--- src/rtl/cla_pkg.sv ---
package cla_pkg;
    localparam int CLA_WIDTH = 64;  // operand width handled by the tree
    localparam int CLA_RADIX = 4;   // fan-in of every lookahead unit
endpackage

--- src/rtl/cla_bit_terms.sv ---
// Per-bit carry terms: generate (AND), propagate (OR) and half-sum (XOR).
module cla_bit_terms #(
    parameter int WIDTH = cla_pkg::CLA_WIDTH
) (
    input  logic [WIDTH-1:0] a_i,
    input  logic [WIDTH-1:0] b_i,
    output logic [WIDTH-1:0] gen_o,
    output logic [WIDTH-1:0] prop_o,
    output logic [WIDTH-1:0] hsum_o
);
    always_comb begin
        gen_o  = a_i & b_i;
        prop_o = a_i | b_i;
        hsum_o = a_i ^ b_i;
    end
endmodule

--- src/rtl/cla_look4.sv ---
// Four-way lookahead unit, reused at every tier of the tree.
// Each internal carry is a flat sum of products: no carry ripples inside the unit.
module cla_look4 (
    input  logic [3:0] g_i,
    input  logic [3:0] p_i,
    input  logic       cin_i,
    output logic [3:1] carry_o,
    output logic       grp_g_o,
    output logic       grp_p_o
);
    always_comb begin
        carry_o[1] = g_i[0]
                   | (p_i[0] & cin_i);
        carry_o[2] = g_i[1]
                   | (p_i[1] & g_i[0])
                   | (p_i[1] & p_i[0] & cin_i);
        carry_o[3] = g_i[2]
                   | (p_i[2] & g_i[1])
                   | (p_i[2] & p_i[1] & g_i[0])
                   | (p_i[2] & p_i[1] & p_i[0] & cin_i);
        grp_g_o    = g_i[3]
                   | (p_i[3] & g_i[2])
                   | (p_i[3] & p_i[2] & g_i[1])
                   | (p_i[3] & p_i[2] & p_i[1] & g_i[0]);
        grp_p_o    = &p_i;
    end
endmodule

--- src/rtl/cla64_adder.sv ---
// 64-bit adder whose carries come from three nested tiers of 4-way lookahead.
module cla64_adder #(
    parameter int WIDTH = cla_pkg::CLA_WIDTH
) (
    input  logic [WIDTH-1:0] a_i,
    input  logic [WIDTH-1:0] b_i,
    input  logic             cin_i,
    output logic [WIDTH-1:0] sum_o,
    output logic             cout_o
);
    localparam int RADIX  = cla_pkg::CLA_RADIX;
    localparam int SPAN1  = RADIX;          // bits per first-tier group
    localparam int SPAN2  = RADIX * RADIX;  // bits per second-tier span
    localparam int GROUPS = WIDTH / SPAN1;
    localparam int SPANS  = WIDTH / SPAN2;

    logic [WIDTH-1:0]  bit_g, bit_p, bit_x;
    logic [GROUPS-1:0] grp_g, grp_p;
    logic [SPANS-1:0]  spn_g, spn_p;
    logic              top_g, top_p;
    wire  [WIDTH:0]    carry;  // carry[i] enters bit i

    cla_bit_terms #(.WIDTH(WIDTH)) terms_i (
        .a_i    (a_i),
        .b_i    (b_i),
        .gen_o  (bit_g),
        .prop_o (bit_p),
        .hsum_o (bit_x)
    );

    assign carry[0] = cin_i;

    // Tier 1: carries inside each 4-bit group.
    for (genvar k = 0; k < GROUPS; k++) begin : g_tier1
        cla_look4 look_i (
            .g_i     (bit_g[SPAN1*k +: SPAN1]),
            .p_i     (bit_p[SPAN1*k +: SPAN1]),
            .cin_i   (carry[SPAN1*k]),
            .carry_o (carry[SPAN1*k+3 : SPAN1*k+1]),
            .grp_g_o (grp_g[k]),
            .grp_p_o (grp_p[k])
        );
    end

    // Tier 2: carries into the groups of each 16-bit span.
    for (genvar s = 0; s < SPANS; s++) begin : g_tier2
        wire [3:1] c2;
        cla_look4 look_i (
            .g_i     (grp_g[RADIX*s +: RADIX]),
            .p_i     (grp_p[RADIX*s +: RADIX]),
            .cin_i   (carry[SPAN2*s]),
            .carry_o (c2),
            .grp_g_o (spn_g[s]),
            .grp_p_o (spn_p[s])
        );
        for (genvar j = 1; j < RADIX; j++) begin : g_tap
            assign carry[SPAN2*s + SPAN1*j] = c2[j];
        end
    end

    // Tier 3: carries into bits 16, 32 and 48, plus the top-level terms.
    wire [3:1] c3;
    cla_look4 tier3_i (
        .g_i     (spn_g),
        .p_i     (spn_p),
        .cin_i   (cin_i),
        .carry_o (c3),
        .grp_g_o (top_g),
        .grp_p_o (top_p)
    );
    for (genvar j = 1; j < RADIX; j++) begin : g_tap3
        assign carry[SPAN2*j] = c3[j];
    end
    assign carry[WIDTH] = top_g | (top_p & cin_i);

    always_comb begin
        sum_o  = bit_x ^ carry[WIDTH-1:0];
        cout_o = carry[WIDTH];
    end
endmodule

--- config.mk ---
export PLATFORM = sky130hd
export DESIGN_NAME = cla64_adder
export DESIGN_NICKNAME = d
export VERILOG_FILES = /design/src/rtl/cla_pkg.sv /design/src/rtl/cla_bit_terms.sv /design/src/rtl/cla_look4.sv /design/src/rtl/cla64_adder.sv
export SDC_FILE = /design/constraint.sdc
export NUM_CORES = 1
export LEC_CHECK = 0
export ABC_AREA = 1
export BUFFER_PORTS_ARGS = -buffer_cell sky130_fd_sc_hd__clkbuf_2
export CAP_MARGIN = 20
export CORE_ASPECT_RATIO = 0.5
export CORE_MARGIN = 8
export CORE_UTILIZATION = 55
export DETAILED_ROUTE_END_ITERATION = 8
export PLACE_DENSITY = 0.89
export SLEW_MARGIN = 20
export SYNTH_ARGS = -nofsm -noshare
export SYNTH_HDL_FRONTEND = slang
export SYNTH_SLANG_ARGS = --single-unit
--- constraint.sdc ---
create_clock -name vclk -period 4.4
set_clock_uncertainty 0.1 [all_clocks]
set_input_delay 0.22 -clock vclk [all_inputs]
set_output_delay 0.22 -clock vclk [all_outputs]
set_load 0.05 [all_outputs]
==> impl_summary.log <==
[metrics] drt total wl: 11.4 mm
[metrics] Final GP Congestion: 0.847
[metrics] I/O pins: 194
[metrics] path category of the worst min-delay check: input pin to output pin
[metrics] endpoint class of the critical path: output pin
[metrics] setup TNS after final layout: 0 ns
[metrics] initial detailed-routing violation count: 90
[metrics] maximum number of pins on one net before global-route repair: 8
[metrics] net count after synthesis: 988
[metrics] max-capacitance violation count: 0
[metrics] gr ovfl total: 0
[metrics] core outline area: 0.00803 mm^2
[metrics] Rows: 23
[metrics] Slew @ Worst Pin: 0.385 ns
[metrics] DRC violation count after routing: 0
[metrics] data arrival time at the worst-slack endpoint: 2.43 ns
[metrics] crit path kind: input pin to output pin
[metrics] Die ar.: 0.0116 mm^2
[metrics] unrepaired setup endpoints after global routing: no
[metrics] Die Wd: between 100 and 150 um
[metrics] highest attainable clock frequency: 363 MHz
[metrics] vias after detailed routing: 4649
[metrics] count of yosys warnings during synthesis: 0
[metrics] static leakage power: a little under 4 nW
[metrics] number of global-route vias before repair: between 4000 and 5000
[metrics] number of input and output port buffers inserted: between 150 and 200
[metrics] mean number of vias per cell: between 4 and 5
[metrics] fraction of layout instances using a drive strength above 1: 0.265
[metrics] number of antenna diodes: 0
[metrics] outcome: finished, final reports clean
[metrics] cell count after synthesis: between 700 and 800
[metrics] number of nets still failing antenna checks after routing: 0
[metrics] total of hold buffers inserted after clock tree synthesis: 0
[metrics] area fraction in and, or, nand and nor cells after synthesis: 0.270
[metrics] clock period minus worst slack: 2.75 ns
[metrics] crit path launch type: input pin
[metrics] number of instances resized during post-cts repair: 0
[metrics] buffer count from post-CTS setup fixing: 0
[metrics] net count of the finished layout: 1184
[metrics] part of the Yosys area used for sequential elements: 0
[metrics] overall global routing resource usage: 0.189
[metrics] global-route wire length before repair: 19.0 mm
[metrics] Mapped Area: around 0.0046 mm^2
[metrics] unique cell type count in the Yosys netlist: 33
[metrics] maximum vdd ir drop: between 0.0001 and 0.00015 V
[metrics] Pre-antenna DRT Iters: 4
[metrics] endpoints failing hold: 0
[metrics] initial antenna violation count: 0
[metrics] maximum fanout encountered on the critical timing path: 3
[metrics] sequential cell area: 0 um^2
[metrics] final-report setup violation count: 0
[metrics] final worst-path cycle share: 0.625
[metrics] parity-gate share of the synthesized area counting xor and xnor cells: 0.0577
[metrics] area added between synthesis and finish: 24.4%
[metrics] initial core utilization: 0.567
[metrics] overall die height: 80.3 um
[metrics] dominant combinational cell family by area after synthesis: adder cells
[metrics] total count of max-transition violations in the final report: 0
[metrics] synthesized-area fraction occupied by ao, oa, aoi and oai cells: 0.0637
[metrics] number of sequential cells: 0
[metrics] post-DP HPWL: 10.9 mm
[metrics] Cells on Worst Hold Path: 3
[metrics] endpoint with the worst hold slack: sum_o[28]
[metrics] clock tree buffer count of the final layout: 0
[metrics] Hold Startpoint: b_i[28]
[metrics] power density of the placed cells: 199 mW/mm^2
[metrics] post-synthesis share of cell area spent on full adders, half adders and majority gates: 0.422
[metrics] worst path required time: 4.08 ns
[metrics] post-synthesis mux area share: 0
[metrics] Relative slew margins: 0.742
[metrics] Final Cell Area: around 0.0057 mm^2
[metrics] syn avg cell area: around 6.4 um^2
[metrics] placed cell area: 0.00567 mm^2
[metrics] routed wirelength normalized by instance count: 11.1 um
## synth_stat cells, types with 2 or more instances
cell,n,area share
sky130_fd_sc_hd__nor3_1,6,0.0066
sky130_fd_sc_hd__o21ai_0,4,0.0044
sky130_fd_sc_hd__nand2_2,21,0.029
sky130_fd_sc_hd__nand3_2,2,0.0044
sky130_fd_sc_hd__a21oi_1,24,0.026
sky130_fd_sc_hd__inv_1,223,0.18
sky130_fd_sc_hd__xor2_1,22,0.042
sky130_fd_sc_hd__a21oi_2,2,0.0038
sky130_fd_sc_hd__nor2_1,54,0.045
sky130_fd_sc_hd__inv_2,2,0.0016
sky130_fd_sc_hd__fa_1,16,0.070
sky130_fd_sc_hd__nand3_1,33,0.036
sky130_fd_sc_hd__nor3_2,2,0.0044
sky130_fd_sc_hd__a21o_1,2,0.0033
sky130_fd_sc_hd__o21bai_1,9,0.015
sky130_fd_sc_hd__ha_1,128,0.35
sky130_fd_sc_hd__nand2_4,5,0.012
sky130_fd_sc_hd__xnor2_1,8,0.015
sky130_fd_sc_hd__nor2_2,9,0.012
sky130_fd_sc_hd__o21a_1,2,0.0033
sky130_fd_sc_hd__nand3b_1,3,0.0049
sky130_fd_sc_hd__nand2_1,127,0.10
## metal layers
metal	up-vias	global-route usage	part of all wire
li1	2472	-	-
met1	2067	0.190	0.39
met2	96	0.411	0.54
met3	14	0.0207	0.055
met4	0	0.0278	0.014
met5	-	0	0
## power breakdown
part           internal, W  total (W)  switching (W)
clock network            0          0              0
registers                0          0              0
logic             0.000306    0.00113       0.000822
total             0.000306    0.00113       0.000822
## worst max path at each step
stage / start / endpoint / cells past startpoint
finish: b_i[57] / sum_o[61] / 15
global route: a_i[39] / sum_o[53] / 15
CTS: a_i[53] / sum_o[61] / 13
detailed placement: a_i[53] / sum_o[61] / 13
global placement: a_i[33] / sum_o[61] / 17
floorplan: a_i[45] / sum_o[61] / 12
## layout by cell type (no fill, tap or decap), drive strengths merged
| cell | instances |
|---|---|
| xnor2 | 8 |
| nand3b | 3 |
| ha | 128 |
| o211ai | 1 |
| nand2 | 153 |
| fa | 16 |
| inv | 225 |
| clkinv | 1 |
| a21o | 2 |
| a211oi | 1 |
| and2 | 2 |
| nor2 | 64 |
| clkbuf | 194 |
| nand3 | 36 |
| o21bai | 9 |
| nor3 | 8 |
| nand4 | 1 |
| a21oi | 26 |
| o21ai | 6 |
| o21a | 2 |
| a31oi | 1 |
| xor2 | 22 |
## final cells by class
cell class / instances / area [um^2]
Multi-Input combinational cell: 489 / 3710
Inverter: 226 / 848
Tap cell: 112 / 140
Fill cell: 702 / 2360
Timing Repair Buffer: 194 / 971
## cell families (layout without fill, tap and decap cells)
| group | count (synthesis) | after routing |
|---|---|---|
| and+or+nand+nor | 267 | 267 |
| buffers and inverters | 226 | 420 |
| adders and majority gates | 144 | 144 |
| AOI/OAI and AO/OA | 48 | 48 |
| xor gates and xnor gates | 30 | 30 |
## worst max-delay path, cell delays in order
cell	delay, ns
sky130_fd_sc_hd__clkbuf_2	0.10
sky130_fd_sc_hd__inv_1	0.06
sky130_fd_sc_hd__ha_1	0.19
sky130_fd_sc_hd__inv_1	0.07
sky130_fd_sc_hd__a21oi_2	0.17
sky130_fd_sc_hd__o21bai_1	0.08
sky130_fd_sc_hd__inv_1	0.08
sky130_fd_sc_hd__nor2_1	0.05
sky130_fd_sc_hd__nor2_2	0.11
sky130_fd_sc_hd__o21ai_0	0.12
sky130_fd_sc_hd__a21oi_1	0.25
sky130_fd_sc_hd__nand2_4	0.11
sky130_fd_sc_hd__fa_1	0.38
sky130_fd_sc_hd__xor2_1	0.15
sky130_fd_sc_hd__clkbuf_2	0.30
## stage by stage
step	hold slack [ns]	setup WS [ns]	util	total power [W]	cells
6_report	0.881	1.65	0.706	0.00113	1021
5_1_grt	0.912	1.41	0.706	0.00123	1021
4_1_cts	0.892	1.64	0.706	0.00114	1021
3_5_place_dp	0.886	1.65	0.706	0.00114	1021
3_3_place_gp	0.885	1.72	0.706	0.00111	1021
2_1_floorplan	0.719	1.67	-	0.000867	715
No activity file was read; power rests on OpenSTA's default activity.
